<file path="config.mk">
export PLATFORM = sky130hd
export DESIGN_NAME = chan_dev_decoder
export DESIGN_NICKNAME = d
export VERILOG_FILES = /design/src/rtl/chan_dev_pkg.sv /design/src/rtl/cdd_decode.sv /design/src/rtl/cdd_irq_bank.sv /design/src/rtl/cdd_resp.sv /design/src/rtl/chan_dev_decoder.sv
export SDC_FILE = /design/constraint.sdc
export NUM_CORES = 1
export LEC_CHECK = 0
export ABC_CLOCK_PERIOD_IN_PS = 2400
export BUFFER_PORTS_ARGS = -buffer_cell sky130_fd_sc_hd__buf_2
export CORE_AREA = 3 3 81 83
export DETAILED_ROUTE_END_ITERATION = 12
export DIE_AREA = 0 0 84 86
export GPL_TIMING_DRIVEN = 0
export MAX_ROUTING_LAYER = met4
export PLACE_DENSITY = 0.79
export SYNTH_ARGS = -nofsm -noshare
export SYNTH_HDL_FRONTEND = slang
export SYNTH_SLANG_ARGS = --single-unit
</file>
<file path="constraint.sdc">
create_clock -name clk_i -period 2.4 [get_ports clk_i]
set_clock_uncertainty 0.05 [all_clocks]
set_input_delay 0.12 -clock clk_i [delete_from_list [all_inputs] [get_ports clk_i]]
set_output_delay 0.12 -clock clk_i [all_outputs]
set_load 0.03 [all_outputs]
</file>
<file path="src/rtl/chan_dev_pkg.sv">
package chan_dev_pkg;
  localparam int WORD_W   = 16;
  localparam int AREA_W   = 5;
  localparam int FUNC_W   = 3;
  localparam int MOD_W    = 8;
  localparam int NUM_LVL  = 4;
  localparam int LVL_BASE = 2;
  localparam int STAT_W   = WORD_W - NUM_LVL;
  localparam int LVL_W    = 3;

  typedef enum logic [FUNC_W-1:0] {
    FN_NONE      = 3'b000,
    FN_WRITE     = 3'b001,
    FN_READ      = 3'b010,
    FN_SENSE_INT = 3'b011,
    FN_CONTROL   = 3'b100,
    FN_INIT_WR   = 3'b101,
    FN_INIT_RD   = 3'b110,
    FN_SENSE_DEV = 3'b111
  } func_e;

  // first field lands in the MSBs: area = word bits 0-4
  typedef struct packed {
    logic [AREA_W-1:0] area;
    func_e             func;
    logic [MOD_W-1:0]  modif;
  } iocc_ctl_t;

  // position of level idx among enabled levels, counted from the highest priority
  function automatic int lvl_rank(logic [NUM_LVL-1:0] mask, int idx);
    int r;
    r = 0;
    for (int k = 0; k < NUM_LVL; k++)
      if (k < idx && mask[k]) r++;
    return r;
  endfunction

  // word bit numbering has bit 0 at the MSB
  function automatic logic [WORD_W-1:0] msb_bit(int pos);
    logic [WORD_W-1:0] w;
    w = '0;
    w[WORD_W-1-pos] = 1'b1;
    return w;
  endfunction
endpackage

</file>
<file path="src/rtl/cdd_decode.sv">
module cdd_decode
  import chan_dev_pkg::*;
(
  input  logic              clk_i,
  input  logic              rst_ni,
  input  logic              cmd_valid_i,
  input  logic [AREA_W-1:0] area_i,
  input  func_e             func_i,
  input  logic [AREA_W-1:0] area_code_i,
  output logic              do_write_o,
  output logic              do_read_o,
  output logic              do_sint_o,
  output logic              do_control_o,
  output logic              do_init_o,
  output logic              init_rd_o,
  output logic              do_sdev_o
);
  logic sel;
  assign sel = cmd_valid_i && (area_i == area_code_i);

  always_comb begin
    do_write_o   = 1'b0;
    do_read_o    = 1'b0;
    do_sint_o    = 1'b0;
    do_control_o = 1'b0;
    do_init_o    = 1'b0;
    init_rd_o    = 1'b0;
    do_sdev_o    = 1'b0;
    if (sel) begin
      unique case (func_i)
        FN_WRITE:     do_write_o   = 1'b1;
        FN_READ:      do_read_o    = 1'b1;
        FN_SENSE_INT: do_sint_o    = 1'b1;
        FN_CONTROL:   do_control_o = 1'b1;
        FN_INIT_WR:   do_init_o    = 1'b1;
        FN_INIT_RD: begin
          do_init_o = 1'b1;
          init_rd_o = 1'b1;
        end
        FN_SENSE_DEV: do_sdev_o    = 1'b1;
        default: ;
      endcase
    end
  end

  // at most one action per command
  p_one_action_r3: assert property (@(posedge clk_i) disable iff (!rst_ni)
    $onehot0({do_write_o, do_read_o, do_sint_o, do_control_o, do_init_o, do_sdev_o}));
  // nothing decoded without a matching area
  p_area_match_r2: assert property (@(posedge clk_i) disable iff (!rst_ni)
    (do_write_o | do_read_o | do_sint_o | do_control_o | do_init_o | do_sdev_o)
      |-> (cmd_valid_i && area_i == area_code_i));
endmodule

</file>
<file path="src/rtl/cdd_irq_bank.sv">
module cdd_irq_bank
  import chan_dev_pkg::*;
#(
  parameter logic [NUM_LVL-1:0] LVL_MASK = 4'b1111
) (
  input  logic               clk_i,
  input  logic               rst_ni,
  input  logic [NUM_LVL-1:0] set_i,
  input  logic               clr_req_i,
  input  logic [NUM_LVL-1:0] clr_mod_i,
  output logic [NUM_LVL-1:0] pend_o
);
  logic [NUM_LVL-1:0] pend_q;
  logic [NUM_LVL-1:0] clr;

  for (genvar j = 0; j < NUM_LVL; j++) begin : g_lvl
    localparam int RANK = lvl_rank(LVL_MASK, j);

    assign clr[j] = clr_req_i & LVL_MASK[j] & clr_mod_i[RANK];

    always_ff @(posedge clk_i or negedge rst_ni) begin
      if (!rst_ni) pend_q[j] <= 1'b0;
      else         pend_q[j] <= LVL_MASK[j] & (set_i[j] | (pend_q[j] & ~clr[j]));
    end

    // a pending condition stays until cleared
    p_irq_sticky_r11: assert property (@(posedge clk_i) disable iff (!rst_ni)
      ($past(pend_q[j]) && !$past(clr[j])) |-> pend_q[j]);
    // a condition only rises after a set request
    p_irq_cause_r11: assert property (@(posedge clk_i) disable iff (!rst_ni)
      $rose(pend_q[j]) |-> $past(set_i[j]));
    // a clear without a set drops the level
    p_irq_clear_r10: assert property (@(posedge clk_i) disable iff (!rst_ni)
      (clr[j] && !set_i[j]) |=> !pend_q[j]);
  end

  assign pend_o = pend_q;
endmodule

</file>
<file path="src/rtl/cdd_resp.sv">
module cdd_resp
  import chan_dev_pkg::*;
#(
  parameter logic [NUM_LVL-1:0][3:0] ILSW_POS = {4'd3, 4'd2, 4'd1, 4'd0}
) (
  input  logic               clk_i,
  input  logic               rst_ni,
  input  logic               do_write_i,
  input  logic               do_read_i,
  input  logic               do_sint_i,
  input  logic               do_control_i,
  input  logic               do_init_i,
  input  logic               init_rd_i,
  input  logic               do_sdev_i,
  input  logic [MOD_W-1:0]   modif_i,
  input  logic [WORD_W-1:0]  iocc_addr_i,
  input  logic [LVL_W-1:0]   srv_level_i,
  input  logic [WORD_W-1:0]  rd_data_i,
  input  logic [STAT_W-1:0]  dev_status_i,
  input  logic [NUM_LVL-1:0] pend_i,
  output logic [WORD_W-1:0]  in_bus_o,
  output logic               rd_ack_o,
  output logic               wr_stb_o,
  output logic [WORD_W-1:0]  wr_data_o,
  output logic               ctrl_stb_o,
  output logic [MOD_W-1:0]   ctrl_o,
  output logic               init_vld_o,
  output logic               init_rd_o,
  output logic [WORD_W-1:0]  init_wca_o
);
  logic [WORD_W-1:0] dsw;
  logic [WORD_W-1:0] ilsw;
  logic [WORD_W-1:0] bus_d;

  always_comb begin
    dsw = '0;
    dsw[STAT_W-1:0] = dev_status_i;
    for (int j = 0; j < NUM_LVL; j++) dsw[WORD_W-1-j] = pend_i[j];
  end

  always_comb begin
    ilsw = '0;
    for (int j = 0; j < NUM_LVL; j++)
      if (srv_level_i == LVL_W'(j + LVL_BASE) && pend_i[j])
        ilsw = ilsw | msb_bit(int'(ILSW_POS[j]));
  end

  always_comb begin
    bus_d = '0;
    if (do_read_i)      bus_d = rd_data_i;
    else if (do_sdev_i) bus_d = dsw;
    else if (do_sint_i) bus_d = ilsw;
  end

  always_ff @(posedge clk_i or negedge rst_ni) begin
    if (!rst_ni) begin
      in_bus_o   <= '0;
      rd_ack_o   <= 1'b0;
      wr_stb_o   <= 1'b0;
      wr_data_o  <= '0;
      ctrl_stb_o <= 1'b0;
      ctrl_o     <= '0;
      init_vld_o <= 1'b0;
      init_rd_o  <= 1'b0;
      init_wca_o <= '0;
    end else begin
      in_bus_o   <= bus_d;
      rd_ack_o   <= do_read_i;
      wr_stb_o   <= do_write_i;
      ctrl_stb_o <= do_control_i;
      init_vld_o <= do_init_i;
      if (do_write_i)   wr_data_o <= iocc_addr_i;
      if (do_control_i) ctrl_o    <= modif_i;
      if (do_init_i) begin
        init_rd_o  <= init_rd_i;
        init_wca_o <= iocc_addr_i;
      end
    end
  end

  p_bus_quiet_r12: assert property (@(posedge clk_i) disable iff (!rst_ni)
    (in_bus_o != '0) |-> $past(do_read_i | do_sdev_i | do_sint_i));
  p_strobe_excl_r3: assert property (@(posedge clk_i) disable iff (!rst_ni)
    $onehot0({rd_ack_o, wr_stb_o, ctrl_stb_o, init_vld_o}));
  p_ctrl_hold_r6: assert property (@(posedge clk_i) disable iff (!rst_ni)
    !ctrl_stb_o |-> $stable(ctrl_o));
  p_wr_data_r5: assert property (@(posedge clk_i) disable iff (!rst_ni)
    wr_stb_o |-> (wr_data_o == $past(iocc_addr_i)));
  p_read_word_r4: assert property (@(posedge clk_i) disable iff (!rst_ni)
    rd_ack_o |-> (in_bus_o == $past(rd_data_i)));
  p_init_wca_r7: assert property (@(posedge clk_i) disable iff (!rst_ni)
    init_vld_o |-> (init_wca_o == $past(iocc_addr_i)));
  p_sint_single_r8: assert property (@(posedge clk_i) disable iff (!rst_ni)
    $past(do_sint_i) |-> ($countones(in_bus_o) <= 1));
endmodule

</file>
<file path="src/rtl/chan_dev_decoder.sv">
module chan_dev_decoder
  import chan_dev_pkg::*;
#(
  parameter logic [NUM_LVL-1:0]      LVL_MASK = 4'b1111,
  parameter logic [NUM_LVL-1:0][3:0] ILSW_POS = {4'd3, 4'd2, 4'd1, 4'd0}
) (
  input  logic               clk_i,
  input  logic               rst_ni,
  input  logic [AREA_W-1:0]  area_code_i,
  input  logic               cmd_valid_i,
  input  logic [WORD_W-1:0]  iocc_ctl_i,
  input  logic [WORD_W-1:0]  iocc_addr_i,
  input  logic [LVL_W-1:0]   srv_level_i,
  input  logic [WORD_W-1:0]  rd_data_i,
  input  logic [STAT_W-1:0]  dev_status_i,
  input  logic [NUM_LVL-1:0] cond_set_i,
  output logic [WORD_W-1:0]  in_bus_o,
  output logic               rd_ack_o,
  output logic               wr_stb_o,
  output logic [WORD_W-1:0]  wr_data_o,
  output logic               ctrl_stb_o,
  output logic [MOD_W-1:0]   ctrl_o,
  output logic               init_vld_o,
  output logic               init_rd_o,
  output logic [WORD_W-1:0]  init_wca_o,
  output logic [NUM_LVL-1:0] irq_o
);
  iocc_ctl_t ctl;
  assign ctl = iocc_ctl_t'(iocc_ctl_i);

  logic do_write, do_read, do_sint, do_control, do_init, init_rd, do_sdev;
  logic [NUM_LVL-1:0] pend;

  cdd_decode u_decode (
    .clk_i        (clk_i),
    .rst_ni       (rst_ni),
    .cmd_valid_i  (cmd_valid_i),
    .area_i       (ctl.area),
    .func_i       (ctl.func),
    .area_code_i  (area_code_i),
    .do_write_o   (do_write),
    .do_read_o    (do_read),
    .do_sint_o    (do_sint),
    .do_control_o (do_control),
    .do_init_o    (do_init),
    .init_rd_o    (init_rd),
    .do_sdev_o    (do_sdev)
  );

  cdd_irq_bank #(.LVL_MASK(LVL_MASK)) u_irq (
    .clk_i     (clk_i),
    .rst_ni    (rst_ni),
    .set_i     (cond_set_i),
    .clr_req_i (do_sdev),
    .clr_mod_i (ctl.modif[NUM_LVL-1:0]),
    .pend_o    (pend)
  );

  cdd_resp #(.ILSW_POS(ILSW_POS)) u_resp (
    .clk_i        (clk_i),
    .rst_ni       (rst_ni),
    .do_write_i   (do_write),
    .do_read_i    (do_read),
    .do_sint_i    (do_sint),
    .do_control_i (do_control),
    .do_init_i    (do_init),
    .init_rd_i    (init_rd),
    .do_sdev_i    (do_sdev),
    .modif_i      (ctl.modif),
    .iocc_addr_i  (iocc_addr_i),
    .srv_level_i  (srv_level_i),
    .rd_data_i    (rd_data_i),
    .dev_status_i (dev_status_i),
    .pend_i       (pend),
    .in_bus_o     (in_bus_o),
    .rd_ack_o     (rd_ack_o),
    .wr_stb_o     (wr_stb_o),
    .wr_data_o    (wr_data_o),
    .ctrl_stb_o   (ctrl_stb_o),
    .ctrl_o       (ctrl_o),
    .init_vld_o   (init_vld_o),
    .init_rd_o    (init_rd_o),
    .init_wca_o   (init_wca_o)
  );

  assign irq_o = pend;

  // any response traces back to a command carrying this device's area code
  p_area_gate_r2: assert property (@(posedge clk_i) disable iff (!rst_ni)
    (rd_ack_o | wr_stb_o | ctrl_stb_o | init_vld_o)
      |-> $past(cmd_valid_i && iocc_ctl_i[WORD_W-1 -: AREA_W] == area_code_i));
endmodule

</file>
==> impl_metrics.toml, run 1 <==
[run_status]
status = "completed"

[power_and_ir_drop]
p_total_uw = 2708
leakage_uw = 0.002318
power_density_nw_per_um2 = 641.2
peakVddDrop_mv = 0.4345

[clocking]
clk_latency_ps = 330
clock-root-buffer = "clkbuf_8"
cts_buffers = 9
htreeDepth = 3
cts_sinks = 65
ctsLongestPathBuffers = 2
cts_tree = "done"
cts_setup_buffers = 0
cts.reportedPaths.clkPinSlew_ps = 70

[finish]
diodes = 0
nNetsFinal = 470
drive_gt1_share_pct = 48.75
area_growth_pct = 58.95
seqCellArea_um2 = 1627
final_cell_mix = "139 x buf_2, 65 x dfrtp_1, 55 x dlygate4sd3_1"
final_common_cell = "buf_2"
layout.cells.non_filler = 475
multi_input_area_um2 = 962.2
fill_cells = 394

[sta]
setup_tns_ps = 0
setup_slack_ps = 189.3
setup_viol = 0
finalHoldViolations = 0
rsz0062_at_grt = "false"
drv_slew = 0
period_share_pct = 92.11
fmaxAchievable_mhz = 452.3
slew_headroom_pct = 46.44
tightestPinTransition_ps = 803.5
min_period_ps = 2211

[global_route]
grt_max_degree = 66
grt_pass1_wl_um = 12690
overflow = 0
grt_pass1_vias = 2514
grtUsageTotal_pct = 23.75
antenna_found_initial = 0

[critical_path]
crit_family = "buffers and inverters"
cp_slowest_stage_delay_ps = 620
cpMostUsedCell = "buf_2"
crit_path_start_kind = "input pin"
crit_fanout = 10
critPathRequiredTime_ps = 2620
worst-path-buf-inv = 3
setup.worst_path.class = "input pin to register"
critPathCaptureType = "register"
crit_arrival_ps = 2430
path_cells = "buf_2, xnor2_1, o2111ai_2, nor4_2, buf_2, a22o_1, dlygate4sd3_1"
critPathSlowestCell = "nor4_2"

[synth]
ys_types = 31
yosys_warnings = 0
netlist_area_um2 = 2658
synth.avg_cell_area_um2 = 13.91
ys_ff_latch = 65
synth_cells = 191
yosysSeqAreaShare_pct = 61.21
synth_fp_nets = 266

[routing]
vias_per_cell = 5.038
vias = 2393
wl_per_cell_um = 16.94
antenna_left = 0
drtIter0Drc = 107
drcViolationCount = 0
finalWirelength_um = 8047
firstDrtPassIters = 4

[die]
die_area_um2 = 7224
fp-row-count = 28
io_pins = 140
die_x_um = 84
start_util_pct = 44.89
core_region_area_um2 = 5921
die_h_um = 86

[placement]
dp_cells = 404
place.port_buffers = 138
gp_congestion = 0.7599
dp_slack_ps = 217.8
dp_hpwl_um = 5162

[run]
drv_cap = 0

[worst_hold_path]
hold_path_class = "input pin to register"
metal layers:
layer  wire, µm  track usage (%)
met1       3252            27.43
met2       3996            39.33
met3        588            6.340
met4        210            10.09
met5          0                -
worst min-delay path: cells and delay by family:
| family | cells | cell delay, ps |
|---|---|---|
| AO/OA/AOI/OAI | 1 | 60 |
| buffers and inverters | 1 | 80 |
| AND/OR/NAND/NOR | 1 | 100 |
worst paths after layout:
path	startpoint	depth (start not counted)	slack, ps	to
min in group asynchronous	rst_ni	2	350	u_resp.in_bus_o[3]
max	area_code_i[4]	7	190	u_resp.in_bus_o[11]
min reg2reg	u_resp.wr_data_o[7]	1	430	u_resp.wr_data_o[7]
max reg2reg	u_irq.pend_o[1]	3	1080	u_irq.pend_o[1]
min	rd_data_i[14]	3	20	u_resp.in_bus_o[14]
max in group asynchronous	rst_ni	2	1410	u_irq.pend_o[2]
synthesized netlist by cell type (all sizes together):
cell type	number	area (µm²)
inv	10	37.54
nand2b	3	18.77
nor2	8	30.03
nand2	4	15.01
o211ai	2	15.01
a31o	2	17.52
nand3	11	55.05
nor3	2	10.01
and3	1	6.260
a32oi	2	17.52
a31oi	4	25.02
buf	3	21.27
a22o	4	35.03
o2111a	1	11.26
a21oi	3	15.01
o2bb2ai	8	70.07
o2111ai	1	15.01
dfrtp	65	1627
nand4	2	33.78
clkbuf	5	18.77
o41ai	1	8.760
nor4	4	52.55
mux2	40	450.4
a41oi	1	8.760
xnor2	4	42.55
logic make-up (layout without fill, tap and decap cells):
group                  after synthesis  after routing  synth area share (%)
AO/OA/AOI/OAI                       29             29                 8.992
XOR/XNOR                             4              4                 1.601
buffers and inverters               18            227                 2.919
flip-flops                          65             65                 61.21
multiplexers                        40             40                 16.95
AND/OR/NAND/NOR                     35             35                 8.333
through the flow:
stage / utilization, % / instance area, µm² / hold slack (ps)
finish: 71.34 / 4224 / 20.60
floorplan: - / 2658 / -225.6
CTS: 71.20 / 4215 / 2.636
global route: 71.34 / 4224 / 10.42
global placement: 58.14 / 3442 / 262.3
detailed placement: 58.18 / 3445 / 218.1
state kept, by name, indices dropped and copies added, names as in the netlist:
name               count
u_irq.pend_o           4
u_resp.ctrl_o          8
u_resp.ctrl_stb_o      1
u_resp.in_bus_o       16
u_resp.init_rd_o       1
u_resp.init_vld_o      1
u_resp.init_wca_o     16
u_resp.rd_ack_o        1
u_resp.wr_data_o      16
u_resp.wr_stb_o        1
repair_timing:
item | 4_1_cts | 5_1_grt
resized for setup | 0 | 1
hold endpoints to repair | 124 | 0
setup endpoints to repair | 0 | 8
hold buffers | 55 | 0
final cells by class:
type | count | share of cell area, %
multi-input combinational | 108 | 22.78
clock inverter | 5 | 1.866
tap | 75 | 2.222
sequential | 65 | 38.51
clock buffer | 11 | 3.347
buffer | 8 | 0.9479
inverter | 10 | 0.8886
timing repair buffer | 193 | 29.44
power breakdown:
group | internal [µW] | switching (µW) | leakage (µW) | total, µW
Sequential | 1160 | 35.1 | 0.000877 | 1200
Clock | 612 | 417 | 0.000113 | 1030
Combinational | 197 | 286 | 0.00133 | 483
Total | 1970 | 738 | 0.00232 | 2710
No activity file was read; power rests on OpenSTA's default activity.
==> inputs of run 2 (changes only) <==
--- a/config.mk
+++ b/config.mk
@@ -7,12 +7,12 @@
 export LEC_CHECK = 0
 export ABC_CLOCK_PERIOD_IN_PS = 2400
 export BUFFER_PORTS_ARGS = -buffer_cell sky130_fd_sc_hd__buf_2
-export CORE_AREA = 3 3 81 83
+export CORE_AREA = 3 3 99 101
 export DETAILED_ROUTE_END_ITERATION = 12
-export DIE_AREA = 0 0 84 86
+export DIE_AREA = 0 0 102 104
 export GPL_TIMING_DRIVEN = 0
 export MAX_ROUTING_LAYER = met4
-export PLACE_DENSITY = 0.79
 export SYNTH_ARGS = -nofsm -noshare
 export SYNTH_HDL_FRONTEND = slang
 export SYNTH_SLANG_ARGS = --single-unit
+export TNS_END_PERCENT = 50
==> run 2 against run 1 <==
Global-route usage is 10 points lower; core utilization shrank 24 points; sequential share of layout area shrank 0.79 points; via count fell by 4.3%; worst hold slack gained 110 ps; largest cell class unchanged; highest routed layer unchanged.
==> impl_metrics.toml, run 2 (synthesis results as in run 1) <==
[run_status]
status = "completed"

[critical_path]
critPathCaptureType = "register"
critPathSlowestCell = "nor4_2"
path_cells = "buf_2, xnor2_1, o2111ai_2, nor4_2, a31oi_1, dlygate4sd3_1"
critPathRequiredTime_ps = 2560
crit_path_start_kind = "input pin"
crit_arrival_ps = 2360
crit_family = "simple AND/OR/NAND/NOR gates"
worst-path-buf-inv = 2
cp_slowest_stage_delay_ps = 890
crit_fanout = 8
setup.worst_path.class = "input pin to register"

[global_route]
antenna_found_initial = 0
grt_pass1_vias = 2312
grtUsageTotal_pct = 13.55
overflow = 0
grt_max_degree = 66
grt_pass1_wl_um = 11070

[die]
die_h_um = 104
start_util_pct = 29.18
fp-row-count = 35
die_x_um = 102
die_area_um2 = 10610
core_region_area_um2 = 9109
io_pins = 140

[clocking]
cts_resized = 0
cts_setup_buffers = 0
htreeDepth = 3
ctsLongestPathBuffers = 2
cts_sinks = 65
cts_buffers = 9
cts.reportedPaths.clkPinSlew_ps = 70
cts_tree = "done"
clock-root-buffer = "clkbuf_8"
clk_latency_ps = 330

[sta]
setup_slack_ps = 204.1
fmaxAchievable_mhz = 455.4
rsz0062_at_grt = "false"
setup_viol = 0
setup_tns_ps = 0
drv_slew = 0
period_share_pct = 91.49
min_period_ps = 2196
slew_headroom_pct = 35.15
tightestPinTransition_ps = 964.7
finalHoldViolations = 0

[finish]
diodes = 0
utilization_pct = 47.35
final_common_cell = "buf_2"
drive_gt1_share_pct = 48.76
fill_cells = 850
area_growth_pct = 62.29
final_cell_mix = "139 x buf_2, 65 x dfrtp_1, 57 x dlygate4sd3_1"
largestRegisters = "u_resp.in_bus_o x16, u_resp.init_wca_o x16, u_resp.wr_data_o x16"
nNetsFinal = 472

[power_and_ir_drop]
peakVddDrop_mv = 0.2755
leakage_uw = 0.002334
power_density_nw_per_um2 = 652.2

[routing]
finalWirelength_um = 6989
antenna_left = 0
vias = 2290
firstDrtPassIters = 4
wl_per_cell_um = 13.62
drtIter0Drc = 23
drcViolationCount = 0
vias_per_cell = 4.464

[placement]
dp_slack_ps = 195.5
dp_hpwl_um = 4981
place.port_buffers = 138
gp_congestion = 0.7872

[worst_hold_path]
hold_path_class = "input pin to register"

[run]
drv_cap = 0
-- run 2: cell count changes in the layout (fill, tap and decap cells not counted), sizes merged --
cell | before | now
dlygate4sd3 | 55 | 57
bufinv | 2 | 3
clkbuf | 16 | 15
clkinv | 3 | 2
clkinvlp | 0 | 1
-- run 2: cell type report --
class | instances | area, µm² | share of cell area, %
tap | 111 | 138.9 | 3.220
clock inverter | 6 | 115.1 | 2.669
sequential | 65 | 1627 | 37.71
buffer | 8 | 40.04 | 0.9283
timing repair buffer | 195 | 1264 | 29.30
inverter | 10 | 37.54 | 0.8703
multi-input combinational | 108 | 953.4 | 22.11
clock buffer | 10 | 137.6 | 3.191
-- run 2: stage by stage --
stage,hold slack [ps],instances,power (µW),area (µm²)
final,130.8,513,2813,4313
after global routing,149.2,513,2944,4313
after CTS,102.1,513,2855,4313
after detailed placement,233.7,440,1636,3490
after global placement,266.5,440,1627,3487
after floorplan,-225.6,191,1452,2658
-- run 2: per-layer routing --
| layer | up-vias | wire length [µm] | track usage (%) | share of wire [%] |
|---|---|---|---|---|
| met3 | 9 | 451 | 3.018 | 6.5 |
| met4 | 0 | 94 | 4.499 | 1.3 |
| met1 | 1089 | 2966 | 16.25 | 42 |
| met5 | - | 0 | - | 0 |
| met2 | 85 | 3476 | 22.38 | 50 |
| li1 | 1107 | - | - | - |
-- run 2: final timing paths --
| kind | start | end | slack (ps) | depth (start not counted) |
|---|---|---|---|---|
| setup / recovery | area_code_i[4] | u_irq.pend_o[0] | 200 | 6 |
| hold / removal | iocc_ctl_i[9] | u_resp.init_rd_o | 130 | 3 |
| setup reg to reg | u_irq.pend_o[0] | u_irq.pend_o[0] | 1080 | 3 |
| hold reg to reg | u_resp.wr_data_o[4] | u_resp.wr_data_o[4] | 440 | 1 |
| max in group asynchronous | rst_ni | u_irq.pend_o[1] | 1370 | 2 |
| min in group asynchronous | rst_ni | u_resp.init_wca_o[5] | 380 | 2 |
-- run 2: power breakdown --
| group | internal, µW | leakage [µW] | switching, µW |
|---|---|---|---|
| Combinational | 197 | 0.00133 | 274 |
| Clock | 722 | 0.000123 | 428 |
| Sequential | 1160 | 0.000877 | 30.4 |
-- run 2: timing repair --
item / CTS / global route
hold buffers: 57 / 0
hold endpoints to repair: 125 / 0
setup endpoints to repair: 0 / 0
-- run 2: worst reg2reg max path, delay by kind of cell (launching register included) --
family,cells,cell delay (ps)
simple gates,1,110
compound gates,1,40
flops,1,410
buf+inv,1,590
==> inputs of run 3 (changes only) <==
--- a/config.mk
+++ b/config.mk
@@ -12,6 +12,7 @@
 export DIE_AREA = 0 0 102 104
 export GPL_TIMING_DRIVEN = 0
 export MAX_ROUTING_LAYER = met4
+export RECOVER_POWER = 50
 export SYNTH_ARGS = -nofsm -noshare
 export SYNTH_HDL_FRONTEND = slang
 export SYNTH_SLANG_ARGS = --single-unit
==> run 3 against run 2 <==
The flow now finishes with violations (capacitance limit, slew limit); sequential cell count is the same; total power shrank 0.65%; routed wire length grew 0.13%; global-route usage is the same; count of clock-buffer cells in the layout is the same; non-clock buffer count is the same; first-iteration DRC count shrank 8.7%; clock power is essentially flat; largest cell class unchanged; highest routed layer unchanged.
==> impl_metrics.toml, run 3 (synthesis results as in run 1) <==
[critical_path]
setup.worst_path.class = "input pin to register"
crit_path_start_kind = "input pin"
r2r-start = "u_irq.pend_o[1]"
critPathCaptureType = "register"
critPathRequiredTime_ps = 2560
cp-startpoint = "area_code_i[4]"
crit_arrival_ps = 2370
crit_fanout = 8
worst_r2r_path_depth = 3

[sta]
drv_slew = 66
finalHoldViolations = 0
slew_headroom_pct = -7.826
setup_viol = 0
period_share_pct = 92.03
rsz0062_at_grt = "false"
fmaxAchievable_mhz = 452.8
tightestPinTransition_ps = 1617
setup_tns_ps = 0
min_period_ps = 2209

[routing]
wl_per_cell_um = 13.64
met1Wirelength_um = 2986
wl_met2_um = 3459
vias = 2288
vias_per_cell = 4.460
firstDrtPassIters = 4
top_layer = "met4"
finalWirelength_um = 6998
drtIter0Drc = 21
routed-wl-met3_um = 459
antenna_left = 0
drcViolationCount = 0

[worst_hold_path]
whs_path_depth = 3
hold_path_class = "input pin to register"
worstHoldStart = "iocc_ctl_i[9]"

[die]
start_util_pct = 29.18
die_area_um2 = 10610
die_x_um = 102
core_region_area_um2 = 9109
die_h_um = 104
fp-row-count = 35
io_pins = 140

[clocking]
cts_buffers = 9
cts_sinks = 65
cts.reportedPaths.clkPinSlew_ps = 70
clk_latency_ps = 330
ctsLongestPathBuffers = 2
cts_tree = "done"
cts_resized = 0
clock-root-buffer = "clkbuf_8"
htreeDepth = 3

[finish]
nNetsFinal = 472
design_area_um2 = 4232
diodes = 0
drive_gt1_share_pct = 33.08
area_growth_pct = 59.23
largestRegisters = "u_resp.in_bus_o x16, u_resp.init_wca_o x16, u_resp.wr_data_o x16"
final_common_cell = "buf_2"
final_cell_mix = "76 x buf_2, 68 x clkbuf_1, 65 x dfrtp_1"

[placement]
placed_area_um2 = 3490
gp_congestion = 0.7872
dp_hpwl_um = 4981
place.port_buffers = 138

[power_and_ir_drop]
power_density_nw_per_um2 = 660.4
peakVddDrop_mv = 0.2751
leakage_uw = 0.002070

[global_route]
grt_max_degree = 66
grtUsageTotal_pct = 13.55
antenna_found_initial = 0
grt_pass1_vias = 2312
grt_pass1_wl_um = 11070
overflow = 0

[run]
drv_cap = 1

[run_status]
violations = "capacitance limit, slew limit"
status = "complete, but fails checks"
run 3: cell count changes in the layout (fill, tap and decap cells not counted), sizes merged:
cell	previous run	this run
buf	141	77
clkbuf	15	79
run 3: layer usage:
metal  track usage, %  vias up
li1                 -     1106
met1            16.25     1088
met2            22.38       85
met3            3.018        9
met4            4.499        0
met5                -        -
run 3: worst paths after layout:
path,to,slack [ps]
worst max-delay path,u_irq.pend_o[1],190
max in group asynchronous,u_irq.pend_o[1],640
worst min register to register,u_resp.wr_data_o[4],440
worst min-delay path,u_resp.init_rd_o,130
min in group asynchronous,u_resp.init_wca_o[5],700
worst max register to register,u_irq.pend_o[1],1080
run 3: layout make-up:
type                       instances  area, µm²
fill                             882       4877
multi-input combinational        108      953.4
clock buffer                      10      137.6
buffer                             8      40.04
tap                              111      138.9
sequential                        65       1627
inverter                          10      37.54
timing repair buffer             195       1182
clock inverter                     6      115.1
run 3: power by group:
part           internal [µW]  total [µW]  switching (µW)  leakage (µW)
sequential              1160        1190            32.3      0.000877
clock                    722        1150             428      0.000123
combinational            178         452             274       0.00107
run 3: repair_timing:
item / CTS / global route
buffers inserted: 0 / 0
hold buffers: 57 / 0
hold endpoints to repair: 125 / 0
setup endpoints to repair: 0 / 0
run 3: critical path: stages:
cell           delay, ps
buf_2                100
xnor2_1              230
o2111ai_2            260
nor4_2               900
a31oi_1              170
dlygate4sd3_1        590
run 3: per-stage QoR:
| stage | setup slack (ps) | power [µW] | utilization (%) | std cells | hold slack (ps) |
|---|---|---|---|---|---|
| floorplan | 692.4 | 1452 | - | 191 | -225.6 |
| global placement | 240.0 | 1627 | 38.28 | 440 | 266.5 |
| detailed placement | 195.5 | 1636 | 38.31 | 440 | 233.7 |
| CTS | 219.2 | 2855 | 47.35 | 513 | 102.1 |
| global route | 13.49 | 2926 | 46.46 | 513 | 149.3 |
| finish | 191.3 | 2795 | 46.46 | 513 | 130.5 |
